`src/rtl/vfd_scan_pkg.sv`:
```
package vfd_scan_pkg;

    // Latch-select code; bit 0 is the first sync line
    typedef logic [1:0] sel_code_t;

    localparam sel_code_t SEL_BLANK = 2'b00;
    localparam sel_code_t SEL_G1    = 2'b01;
    localparam sel_code_t SEL_G2    = 2'b10;
    localparam sel_code_t SEL_G3    = 2'b11;

    localparam int MAX_GRIDS = 3;

    // Grid index (0-based) to the code exported on the sync lines
    function automatic sel_code_t grid_code(input logic [1:0] idx);
        case (idx)
            2'd0:    return SEL_G1;
            2'd1:    return SEL_G2;
            2'd2:    return SEL_G3;
            default: return SEL_BLANK;
        endcase
    endfunction

endpackage

```
`src/rtl/vfd_bit_timer.sv`:
```
module vfd_bit_timer #(
    parameter int PRESCALE  = 4,
    parameter int SLOT_BITS = 1024,
    localparam int PRE_W    = (PRESCALE > 1) ? $clog2(PRESCALE) : 1,
    localparam int BIT_W    = $clog2(SLOT_BITS)
) (
    input  logic             clk,
    input  logic             rst_n,
    output logic [BIT_W-1:0] bit_pos,
    output logic             slot_end
);

    typedef struct packed {
        logic [PRE_W-1:0] pre;
        logic [BIT_W-1:0] pos;
    } tmr_t;

    tmr_t t_d, t_q;
    logic bit_tick;
    logic last_bit;

    always_comb begin
        t_d      = t_q;
        bit_tick = (t_q.pre == PRE_W'(PRESCALE - 1));
        last_bit = (t_q.pos == BIT_W'(SLOT_BITS - 1));
        if (bit_tick) begin
            t_d.pre = '0;
            t_d.pos = last_bit ? '0 : t_q.pos + 1'b1;
        end else begin
            t_d.pre = t_q.pre + 1'b1;
        end
    end

    always_ff @(posedge clk or negedge rst_n) begin
        if (!rst_n) t_q <= '0;
        else        t_q <= t_d;
    end

    assign bit_pos  = t_q.pos;
    assign slot_end = bit_tick && last_bit;

endmodule

```
`src/rtl/vfd_grid_seq.sv`:
```
module vfd_grid_seq (
    input  logic       clk,
    input  logic       rst_n,
    input  logic       slot_end,
    input  logic       duplex_sel,
    output logic [1:0] grid_idx
);

    logic [1:0] idx_d, idx_q;
    logic [1:0] last_idx;

    always_comb begin
        idx_d    = idx_q;
        last_idx = duplex_sel ? 2'd1 : 2'd2;
        if (slot_end) begin
            idx_d = (idx_q >= last_idx) ? 2'd0 : idx_q + 2'd1;
        end
    end

    always_ff @(posedge clk or negedge rst_n) begin
        if (!rst_n) idx_q <= 2'd0;
        else        idx_q <= idx_d;
    end

    assign grid_idx = idx_q;

endmodule

```
`src/rtl/vfd_duty_reg.sv`:
```
module vfd_duty_reg #(
    parameter int DIM_W    = 10,
    parameter int DUTY_MAX = 1016
) (
    input  logic             clk,
    input  logic             rst_n,
    input  logic             slot_end,
    input  logic [DIM_W-1:0] dim_val,
    output logic [DIM_W-1:0] duty
);

    logic [DIM_W-1:0] duty_d, duty_q;

    always_comb begin
        duty_d = duty_q;
        if (slot_end) begin
            duty_d = (dim_val > DIM_W'(DUTY_MAX)) ? DIM_W'(DUTY_MAX) : dim_val;
        end
    end

    always_ff @(posedge clk or negedge rst_n) begin
        if (!rst_n) duty_q <= '0;
        else        duty_q <= duty_d;
    end

    assign duty = duty_q;

endmodule

```
`src/rtl/vfd_seg_select.sv`:
```
module vfd_seg_select
    import vfd_scan_pkg::*;
#(
    parameter int SEG_W = 56
) (
    input  sel_code_t        code,
    input  logic             gate,
    input  logic [SEG_W-1:0] lat_a,
    input  logic [SEG_W-1:0] lat_b,
    input  logic [SEG_W-1:0] lat_c,
    output logic [SEG_W-1:0] seg
);

    logic [SEG_W-1:0]     bank [MAX_GRIDS];
    logic [MAX_GRIDS-1:0] hit;

    assign bank[0] = lat_a;
    assign bank[1] = lat_b;
    assign bank[2] = lat_c;

    for (genvar g = 0; g < MAX_GRIDS; g++) begin : g_hit
        assign hit[g] = gate && (code == grid_code(2'(g)));
    end

    always_comb begin
        seg = '0;
        for (int g = 0; g < MAX_GRIDS; g++) begin
            if (hit[g]) seg = seg | bank[g];
        end
    end

endmodule

```
`src/rtl/vfd_scan_dim.sv`:
```
module vfd_scan_dim
    import vfd_scan_pkg::*;
#(
    parameter int SEG_W      = 56,
    parameter int DIM_W      = 10,
    parameter int PRESCALE   = 4,
    parameter int SLOT_BITS  = 1024,
    parameter int LEAD_BITS  = 3,
    parameter int SAT_MARGIN = 8
) (
    input  logic                 clk,
    input  logic                 rst_n,
    input  logic                 master_sel,
    input  logic                 duplex_sel,
    input  logic [DIM_W-1:0]     dim_val,
    input  logic [SEG_W-1:0]     lat1,
    input  logic [SEG_W-1:0]     lat2,
    input  logic [SEG_W-1:0]     lat3,
    input  logic                 dim_in,
    input  logic [1:0]           sync_in,
    output logic [SEG_W-1:0]     seg_out,
    output logic [MAX_GRIDS-1:0] grid_n,
    output logic                 dim_out,
    output logic [1:0]           sync_out
);

    localparam int BIT_W    = $clog2(SLOT_BITS);
    localparam int DUTY_MAX = SLOT_BITS - SAT_MARGIN;
    localparam int WIN_W    = ((BIT_W > DIM_W) ? BIT_W : DIM_W) + 1;

    typedef struct packed {
        logic [SEG_W-1:0]     seg;
        logic [MAX_GRIDS-1:0] grid_n;
        logic                 dim;
        sel_code_t            sync;
    } out_t;

    logic [BIT_W-1:0] bit_pos;
    logic             slot_end;
    logic [1:0]       grid_idx;
    logic [DIM_W-1:0] duty;
    logic [WIN_W-1:0] grid_end;
    logic             grid_on;
    logic             seg_on;
    sel_code_t        sel_code;
    logic             sel_gate;
    logic [SEG_W-1:0] sel_seg;
    out_t             o_d, o_q;

    vfd_bit_timer #(
        .PRESCALE  (PRESCALE),
        .SLOT_BITS (SLOT_BITS)
    ) u_timer (
        .clk      (clk),
        .rst_n    (rst_n),
        .bit_pos  (bit_pos),
        .slot_end (slot_end)
    );

    vfd_grid_seq u_seq (
        .clk        (clk),
        .rst_n      (rst_n),
        .slot_end   (slot_end),
        .duplex_sel (duplex_sel),
        .grid_idx   (grid_idx)
    );

    vfd_duty_reg #(
        .DIM_W    (DIM_W),
        .DUTY_MAX (DUTY_MAX)
    ) u_duty (
        .clk      (clk),
        .rst_n    (rst_n),
        .slot_end (slot_end),
        .dim_val  (dim_val),
        .duty     (duty)
    );

    // Strobe covers [0, D+LEAD); segments cover [LEAD, D+LEAD)
    assign grid_end = WIN_W'(duty) + WIN_W'(LEAD_BITS);
    assign grid_on  = (WIN_W'(bit_pos) < grid_end);
    assign seg_on   = grid_on && (WIN_W'(bit_pos) >= WIN_W'(LEAD_BITS));

    always_comb begin
        if (master_sel) begin
            sel_code = grid_code(grid_idx);
            sel_gate = seg_on;
        end else begin
            sel_code = sync_in;
            sel_gate = dim_in;
        end
    end

    vfd_seg_select #(
        .SEG_W (SEG_W)
    ) u_sel (
        .code  (sel_code),
        .gate  (sel_gate),
        .lat_a (lat1),
        .lat_b (lat2),
        .lat_c (lat3),
        .seg   (sel_seg)
    );

    always_comb begin
        o_d        = o_q;
        o_d.seg    = sel_seg;
        o_d.grid_n = '1;
        o_d.dim    = 1'b0;
        o_d.sync   = SEL_BLANK;
        if (master_sel) begin
            for (int g = 0; g < MAX_GRIDS; g++) begin
                if (grid_on && (grid_idx == 2'(g))) o_d.grid_n[g] = 1'b0;
            end
            o_d.dim  = seg_on;
            o_d.sync = grid_code(grid_idx);
        end
    end

    always_ff @(posedge clk or negedge rst_n) begin
        if (!rst_n) begin
            o_q.seg    <= '0;
            o_q.grid_n <= '1;
            o_q.dim    <= 1'b0;
            o_q.sync   <= SEL_BLANK;
        end else begin
            o_q <= o_d;
        end
    end

    assign seg_out  = o_q.seg;
    assign grid_n   = o_q.grid_n;
    assign dim_out  = o_q.dim;
    assign sync_out = o_q.sync;

endmodule

```
`config.mk`:
```
export PLATFORM = sky130hd
export DESIGN_NAME = vfd_scan_dim
export DESIGN_NICKNAME = d
export VERILOG_FILES = /design/src/rtl/vfd_scan_pkg.sv /design/src/rtl/vfd_bit_timer.sv /design/src/rtl/vfd_grid_seq.sv /design/src/rtl/vfd_duty_reg.sv /design/src/rtl/vfd_seg_select.sv /design/src/rtl/vfd_scan_dim.sv
export SDC_FILE = /design/constraint.sdc
export NUM_CORES = 1
export LEC_CHECK = 0
export BUFFER_PORTS_ARGS = -buffer_cell sky130_fd_sc_hd__buf_4
export CAP_MARGIN = 20
export CORE_AREA = 2 2 103 105
export DETAILED_ROUTE_END_ITERATION = 12
export DIE_AREA = 0 0 105 107
export GPL_ROUTABILITY_DRIVEN = 0
export PLACE_DENSITY = 0.85
export SYNTH_ARGS = -nofsm -noshare
export SYNTH_HDL_FRONTEND = slang
export SYNTH_SLANG_ARGS = --single-unit
```
`constraint.sdc`:
```
create_clock -name clk -period 3.5 [get_ports clk]
set_clock_uncertainty 0.05 [all_clocks]
set_input_delay 0.7 -clock clk [delete_from_list [all_inputs] [get_ports clk]]
set_output_delay 0.7 -clock clk [all_outputs]
set_load 0.02 [all_outputs]
```
# == Word level (Yosys, flattened, before mapping) ==
# Cells that the tools add are included.
# totals
wordCells,49
out_inout_bits,62
inputBits,185
ff_bits,86
# classes
add_sub_neg,4
n_bitwise,2
order_cmp,4
reduce_logical,9
mux,15
eq_ne,7
# op_table
cell,n
$mux W56,3
$or A56 B56 Y56,2
$mux W10,2
$add A10 B2 Y11 const B,1
$lt A10 B11 Y1,1
$add A10 B1 Y10 const B,1
$eq A10 B10 Y1 const B,1
$ge A10 B2 Y1 const B,1
$gt A10 B10 Y1 const B,1
$eq A2 B2 Y1 const B,4
$logic_and A1 B1 Y1,8
$mux W2,4
$mux W6,1
$pmux W2 S3,1
$add A2 B1 Y2 const B,2
$eq A2 B1 Y1 const B,2
$mux W1,4
$ge A2 B2 Y1,1
$logic_not A2 Y1,1

# == Depth between registers and ports, before layout ==
# Gate-level depths: netlist of the first run.
# logic_depth
ltp_word,10
mapped_depth,14
ltp_nobuf,12

# == Modules after synthesis ==
# A second synthesis of the first run with hierarchy kept.
# hier_totals
hier_cells,433
hier_area_um2,4775.8
# modules_own_cells
module,cells_per_inst,seq_area_each_um2,n_inst,area_per_inst_um2
vfd_scan_dim,129,1555.2,1,2093.3
vfd_seg_select,200,0.0,1,1467.7
vfd_bit_timer,64,300.3,1,658.1
vfd_duty_reg,26,250.2,1,404.1
vfd_grid_seq,14,50.0,1,152.6

# == Worst setup path before layout of the first run ==
# Ideal clock, no wire load.
# synth_timing
path_type,register -> register
from,reg u_duty.duty_q[0] (netlist: u_duty.duty[0])
to,"reg o_q, in the netlist seg_out[10]"
stages_incl_launch_ff,14
arrival_ps,2275
synth_period_minus_slack_ps,2457
slack_ps,1043
setup_ps,132
required_ps,3318
n_path_buf,1
cell_sequence,dfrtp_1 > inv_1 > ha_1 > nand2b_1 > nor2_1 > and3_1 > xnor2_1 > ha_1 > a21oi_1 > nor2b_1 > o21ai_2 > a32oi_1 > clkbuf_1 > nor2_1
# synth_lines
element,line,source
from (decl),vfd_duty_reg.sv:12,"logic [DIM_W-1:0] duty_d, duty_q;"
from (signal assigned),vfd_duty_reg.sv:23,else duty_q <= duty_d;
to (decl),vfd_scan_dim.sv:48,"out_t o_d, o_q;"

==> results of run 1 <==
==> layer usage <==
layer / global-route usage [%] / vias up
met4: 11.33 / 0
met3: 4.924 / 42
met2: 43.65 / 176
met5: 0 / -
met1: 26.58 / 1931
li1: - / 1941
==> power by group through the flow <==
| stage | sequential (uW) | combinational [uW] | clock, uW |
|---|---|---|---|
| 6_report | 1080 | 620 | 782 |
| 5_1_grt | 1090 | 665 | 837 |
| 4_1_cts | 1080 | 619 | 795 |
| 3_5_place_dp | 1100 | 617 | 0 |
| 3_3_place_gp | 1100 | 600 | 0 |
| 2_1_floorplan | 1180 | 207 | 0 |
==> logic make-up (layout without fill, tap and decap cells) <==
| family | Yosys count | after routing | share of synthesized area [%] |
|---|---|---|---|
| fa+ha+maj | 17 | 17 | 4.734 |
| flops | 86 | 86 | 47.98 |
| buf+inv | 35 | 277 | 4.177 |
| compound gates | 85 | 85 | 13.17 |
| xor+xnor | 15 | 15 | 2.924 |
| mux | 65 | 65 | 16.26 |
| simple gates | 107 | 107 | 10.75 |
==> worst max-delay path, cell delays in order, from the launching register on <==
cell	delay [ns]
dfrtp_1	0.40
inv_1	0.10
ha_1	0.24
nand2b_1	0.18
nor2_1	0.17
and3_1	0.20
xnor2_1	0.07
ha_1	0.29
a21oi_1	0.06
nor2b_1	0.14
o21ai_2	0.09
a32oi_4	0.22
buf_4	0.31
nor2_1	0.11
==> registers in the layout, summed over array words and instances, names as in the netlist <==
register / count
grid_n: 3
u_duty.duty: 10
seg_out: 56
dim_out: 1
sync_out: 2
u_timer.bit_pos: 10
u_timer.t_q: 2
u_seq.grid_idx: 2
==> metrics by stage <==
step                      power (uW)  hold slack, ns
after floorplan                 1386          0.3531
after global placement          1700          0.3633
after detailed placement        1718          0.3699
after CTS                       2496          0.3825
after global routing            2591          0.1185
final                           2484          0.1243
==> cells in the mapped netlist (6+ instances only) <==
cell,instances
o21ai_0,13
nor2_1,63
a22oi_1,56
xor2_1,6
nand4_1,8
inv_1,8
mux2_2,64
xnor2_1,9
clkbuf_1,14
nand2_1,16
a21oi_1,7
ha_1,17
dfrtp_1,83
==> worst paths after layout <==
kind | cells after the start | start | endpoint | slack, ns
max in group asynchronous | 2 | rst_n | grid_n[0] | 2.67
max | 13 | u_duty.duty[0] | seg_out[14] | 0.75
min reg2reg | 1 | u_timer.t_q[10] | u_timer.t_q[10] | 0.38
min | 1 | rst_n | seg_out[47] | 0.12
min in group clk | 1 | u_timer.t_q[10] | u_timer.t_q[10] | 0.38
max reg2reg | 13 | u_duty.duty[0] | seg_out[14] | 0.75
==> cell type report <==
class	count	area (sq um)
multi-input combinational	289	2188
fill	800	3392
clock buffer	11	141.4
clock inverter	5	82.58
tap	136	170.2
inverter	8	30.03
timing repair buffer	253	1932
sequential	86	2156
==> results by group, run 1 <==
Timing
  • Hold Violations, Final: 0
  • Highest Clock Rate: 363.1 MHz
  • Final setup vio count: 0
  • Worst setup slack after layout: around 0.75 ns
  • Min Tclk post-route: 2.754 ns
  • Max-slew headroom: 58.18%
  • Setup_tns: 0 ns
  • Fin. max-slew vios: 0
  • Slew @ Worst Pin: 0.6258 ns
  • Tcrit/Tclk final: 78.68%
  • Unrepaired setup endpoints after global routing: false

Yosys
  • Synth Cell Area: 0.004493 sq mm
  • Post-synthesis cell type count: 38
  • Number of synthesized register bits: 86
  • Synth top area share: a little under half
  • Synth Area per Inst: 10.96 sq um
  • EDFF count, synth: 0
  • Area contributors post-synth: dfrtp_1, mux2_2, a22oi_1
  • Sequential share of the synthesized area: 47.98%
  • Async S/R FF share, synth: 100.0%
  • Ys Warns: 0
  • Post-synth top flop: dfrtp_1
  • Syn nets: 612
  • Yosys top cell by area: dfrtp_1
  • Syn Inst Count: 410

GRT
  • Pin count of the biggest net entering global routing: 87
  • Vias in the first global route: 4,440
  • Antenna violations before repair: 0
  • Total track usage: a little under a quarter
  • First-pass GRT wire length: 21,070 um
  • Gr ovfl total: 0

Clock tree
  • Clk Tree Root Cell: clkbuf_8
  • Setup Buffers After CTS: 0
  • Clock Latency Late Sink: 0.35 ns
  • Clock-pin slew on the worst setup and hold paths: roughly 0.08 ns
  • Post-CTS sizing: 0
  • H-tree depth: 3
  • Maximum clock insertion buffer count: 2
  • CTS tree: built
  • TritonCTS Sinks: 86
  • TritonCTS buffer count: 9
  • Post-cts hold buffer count: 0

Power
  • LEAKAGE: 0.003344 uW
  • Clock network fraction of total power: 31.5%
  • Logic pwr share: 25.0%
  • Net switching power: around 680 uW
  • Power Dens Cells: ~370 mW/mm^2
  • Peak supply drop: 0.2460 mV
  • Net Sw Frac: 27.32%
  • P_int: 1805 uW
  • Reg power frac: 43.6%

Final layout
  • Most common cell after layout, fill and taps aside: buf_4
  • Layout cells sized above 1: 52.76%
  • Ant. Diodes: 0
  • P&R area growth vs syn: 49.12%
  • Most frequent cells in the layout: buf_4, dfrtp_1, mux2_2
  • Non-filler cells, final: 788
  • # nets final: 849
  • Cell area after layout: 0.006700 sq mm
  • Final core utilization: 66.39%

Drt
  • DRT antenna net count: 0
  • Post-Route WL: around 13,000 um
  • Met2 Routed Length: 6982 um
  • Vias per cell: 5.190
  • Initial detailed-routing violation count: 144
  • Wire length on met3: 782 um
  • DRT Pass-1 Iters: 4
  • Via Count: 4,090
  • M1 WL: 5067 um
  • Top Metal Used: met4
  • DRC errors left: 0
  • Wire per inst: 16.93 um

Placement
  • Area after DPL: 0.006449 sq mm
  • PortBufs: 246
  • # placed instances: 771
  • Placement Setup Slack: 0.7781 ns
  • Placed wire-length estimate: 10,270 um

Outcome
  • Status: finished, final reports clean

Floorplan
  • Top Ports: 247
  • DIE HEIGHT: ~110 um
  • Core Box Area: 0.01009 sq mm
  • DIE AREA: 0.01124 sq mm
  • Num rows: 37
  • Initial Utilization: 44.52%
  • Die width: 105 um

Worst setup path
  • Startpoint Class: flop
  • Data arrival time of the worst path: 2.93 ns
  • CP endpoint kind: flop
  • Setup Crit Path Kind: flop to flop
  • Critical-path maximum fanout: 27
  • Data required time of the worst path: around 3.7 ns

Min path
  • Worst Hold Class: primary input to async pin

Flow run
  • Number of max-cap violations: 0
No activity file was read; power rests on OpenSTA's default activity.
==> run 2, diff against run 1 <==
- ABC_AREA: not set -> 1
- CORE_AREA: 2 2 103 105 -> 2 2 113 115
- DIE_AREA: 0 0 105 107 -> 0 0 115 117
- PLACE_DENSITY: 0.85 -> 0.82
- clock period: 3.5 -> 2.45 ns (I/O delays scaled with it)
==> results by group, run 2 <==
Worst setup path
  • Data arrival time of the worst path: 2.78 ns (was 2.93 ns)
  • CP endpoint kind: flop (unchanged)
  • Worst path slowest cell: dfrtp_1 (unchanged)
  • CP max stage delay: 0.38 ns (was 0.40 ns)
  • RR Startpoint: u_duty.duty[5] (was u_duty.duty[0])
  • Data required time of the worst path: 2.63 ns (was 3.68 ns)
  • R2R depth: 16 (was 13)
  • R2r setup slk: -0.15 ns (was 0.75 ns)
  • Startpoint Class: flop (unchanged)
  • Setup Crit Path Kind: flop to flop (unchanged)
  • RR Endpoint: seg_out[18] (was seg_out[14])
  • Cell family with most CP delay: simple AND/OR/NAND/NOR gates (unchanged)
  • Bufs and invs on worst path: 4 (was 2)
  • Critical-path maximum fanout: 7 (was 27)
  • CP cell instances: nand2_2 > inv_2 > nand4_1 > nand3b_1 > xor2_1 > ha_1 > and3_4 > nand2_2 > inv_2 > nand2_4 > nand3_4 > nand2_8 > buf_12 > buf_16 > nand3_2 > nand3_2 (was inv_1 > ha_1 > nand2b_1 > nor2_1 > and3_1 > xnor2_1 > ha_1 > a21oi_1 > nor2b_1 > o21ai_2 > a32oi_4 > buf_4 > nor2_1)

Power
  • LEAKAGE: 0.004223 uW (was 0.003344 uW)
  • Peak supply drop: 0.2906 mV (was 0.2460 mV)
  • Power Dens Cells: 494.3 mW/mm^2 (was 370.7 mW/mm^2)

GRT
  • Antenna violations before repair: 0 (unchanged)
  • Busiest grt layer: met2 (unchanged)
  • Vias in the first global route: 5,226 (was 4,440)
  • Total track usage: 26.19% (was 23.90%)
  • First-pass GRT wire length: 27,000 um (was 21,070 um)
  • Pin count of the biggest net entering global routing: 57 (was 87)
  • Gr ovfl total: 0 (unchanged)
  • Met1 GRT Util: 30.54% (was 26.58%)
  • Met3 usage: 6.849% (was 4.924%)
  • Met2 Track Usage GR: 45.29% (was 43.65%)

Timing
  • Highest Clock Rate: 384.0 MHz (was 363.1 MHz)
  • Min Tclk post-route: 2.604 ns (was 2.754 ns)
  • Slew @ Worst Pin: 0.5846 ns (was 0.6258 ns)
  • Hold Violations, Final: 0 (unchanged)
  • Final setup vio count: 55 (was 0)
  • Tcrit/Tclk final: 106.3% (was 78.68%)
  • Worst setup slack after layout: -0.1540 ns (was 0.7463 ns)
  • Max-slew headroom: 61.03% (was 58.18%)
  • Unrepaired setup endpoints after global routing: true (was false)
  • Fin. max-slew vios: 0 (unchanged)

Drt
  • Post-Route WL: 20,030 um (was 13,340 um)
  • DRC errors left: 0 (unchanged)
  • DRT Pass-1 Iters: 5 (was 4)
  • DRT antenna net count: 0 (unchanged)
  • Wire per inst: 20.76 um (was 16.93 um)
  • Vias per cell: 5.563 (was 5.190)
  • Via Count: 5,368 (was 4,090)
  • Initial detailed-routing violation count: 393 (was 144)

Yosys
  • Area contributors post-synth: dfrtp_1, nand3_2, nand3_1 (was dfrtp_1, mux2_2, a22oi_1)
  • Synth top area share: 40.48% (was 46.23%)
  • Post-synth top flop: dfrtp_1 (unchanged)
  • Synth Cell Area: 0.005131 sq mm (was 0.004493 sq mm)
  • Number of synthesized register bits: 86 (unchanged)
  • Syn nets: 742 (was 612)
  • Synth top cells by count: nand3_1, nand3_2, dfrtp_1 (was dfrtp_1, mux2_2, nor2_1)
  • Syn Inst Count: 540 (was 410)
  • Post-synthesis cell type count: 38 (unchanged)
  • Most frequent cell after synthesis: nand3_1 (was dfrtp_1)
  • Sequential share of the synthesized area: 42.01% (was 47.98%)
  • Synth Area per Inst: 9.502 sq um (was 10.96 sq um)
  • Ys Warns: 0 (unchanged)
  • Yosys top cell by area: dfrtp_1 (unchanged)
  • EDFF count, synth: 0 (unchanged)
  • Async S/R FF share, synth: 100.0% (unchanged)

Floorplan
  • Initial Utilization: 41.68% (was 44.52%)
  • Die width: 115 um (was 105 um)
  • Top Ports: 247 (unchanged)
  • DIE HEIGHT: 117 um (was 107 um)
  • Core Box Area: 0.01231 sq mm (was 0.01009 sq mm)
  • DIE AREA: 0.01346 sq mm (was 0.01124 sq mm)
  • Num rows: 41 (was 37)

Clock tree
  • Clk Tree Root Cell: clkbuf_16 (was clkbuf_8)
  • CTS tree: built (unchanged)
  • TritonCTS buffer count: 9 (unchanged)
  • Maximum clock insertion buffer count: 2 (unchanged)
  • Post-cts hold buffer count: 0 (unchanged)
  • Clock-pin slew on the worst setup and hold paths: 0.07 ns (was 0.08 ns)
  • H-tree depth: 3 (unchanged)
  • Clock Latency Late Sink: 0.34 ns (was 0.35 ns)
  • TritonCTS Sinks: 86 (unchanged)

Final layout
  • Fill count: 858 (was 800)
  • Most common cell after layout, fill and taps aside: buf_4 (unchanged)
  • Final core utilization: 68.85% (was 66.39%)
  • Ant. Diodes: 0 (unchanged)
  • Cell area after layout: 0.008477 sq mm (was 0.006700 sq mm)
  • P&R area growth vs syn: 65.20% (was 49.12%)
  • Multi-input gate area: 0.003032 sq mm (was 0.002188 sq mm)
  • Seq. cell area: 0.002156 sq mm (unchanged)
  • Largest register FFs: 56 (unchanged)
  • Most frequent cells in the layout: buf_4, nand3_2, nand3_1 (was buf_4, dfrtp_1, mux2_2)
  • Layout cells sized above 1: 61.10% (was 52.76%)
  • # nets final: 1,012 (was 849)

Outcome
  • Status: complete, but fails checks (was finished, final reports clean)
  • Failing checks: negative setup slack

Min path
  • Worst Hold Class: primary input to async pin (unchanged)

Flow run
  • Number of max-cap violations: 0 (unchanged)

Placement
  • Placement Setup Slack: -0.07971 ns (was 0.7781 ns)
  • Placed wire-length estimate: 11,880 um (was 10,270 um)
  • PortBufs: 246 (unchanged)
  • Area after DPL: 0.007159 sq mm (was 0.006449 sq mm)
[run 2: cell types whose count changed after synthesis, sizes merged, moves of 4 or more]
cell / delta
mux2: -64
inv: +20
nor3: +7
nand4: -4
a22oi: -56
o21ai: -6
nand2: +42
xnor2: -6
buf: +19
clkbuf: -8
nand3: +240
and2: -4
nor2: -40
[run 2: metrics by stage]
step	power, uW	instances	setup TNS [ns]	hold WS [ns]
floorplan	1990	540	0	0.1444
global placement	2475	923	-0.5867	0.3675
detailed placement	2486	923	-2.272	0.3820
CTS	4093	958	-0.8936	0.1112
global route	4319	965	-12.80	0.1394
finish	4190	965	-4.896	0.1003
[run 2: repair_timing]
item                       in CTS  in global routing
buffers inserted                9                  3
resized for setup              62                 45
setup endpoints to repair      56                 56
pin swaps                      21                 16
gates cloned                   11                  4
[run 2: cell families (layout without fill, tap and decap cells)]
group	after synthesis	after routing	synth area share, %
AO/OA/AOI/OAI	17	17	2.073
AND/OR/NAND/NOR	342	344	41.43
buffers and inverters	67	340	8.461
XOR/XNOR	11	11	1.878
adder cells (fa/ha/maj)	17	17	4.145
flip-flops	86	86	42.01
[run 2: report_power, final]
part	total, uW	internal, uW	switching [uW]	leakage, uW
sequential	1550	1510	37.4	0.00105
combinational	1150	560	593	0.00301
clock	1480	899	586	0.000162
[run 2: how the worst max path moves through the flow]
stage | from | depth (start not counted) | end
2_1_floorplan | u_duty.duty[0] | 16 | seg_out[15]
6_report | u_duty.duty[5] | 16 | seg_out[18]
4_1_cts | u_duty.duty[1] | 16 | seg_out[29]
3_3_place_gp | u_duty.duty[0] | 15 | seg_out[8]
5_1_grt | u_duty.duty[5] | 16 | seg_out[0]
3_5_place_dp | u_duty.duty[0] | 15 | seg_out[37]
[run 2: layout make-up]
class / count / area share (%)
tap: 150 / 2.214
clock inverter: 3 / 0.4723
timing repair buffer: 295 / 31.53
sequential: 86 / 25.43
multi-input combinational: 389 / 35.76
clock buffer: 13 / 3.306
inverter: 29 / 1.284
[run 2: per-layer routing]
metal  wire length, um  part of all wire, %
met1              7202                   36
met2             10280                   51
met3              1666                  8.3
met4               885                  4.4
met5                 0                    0
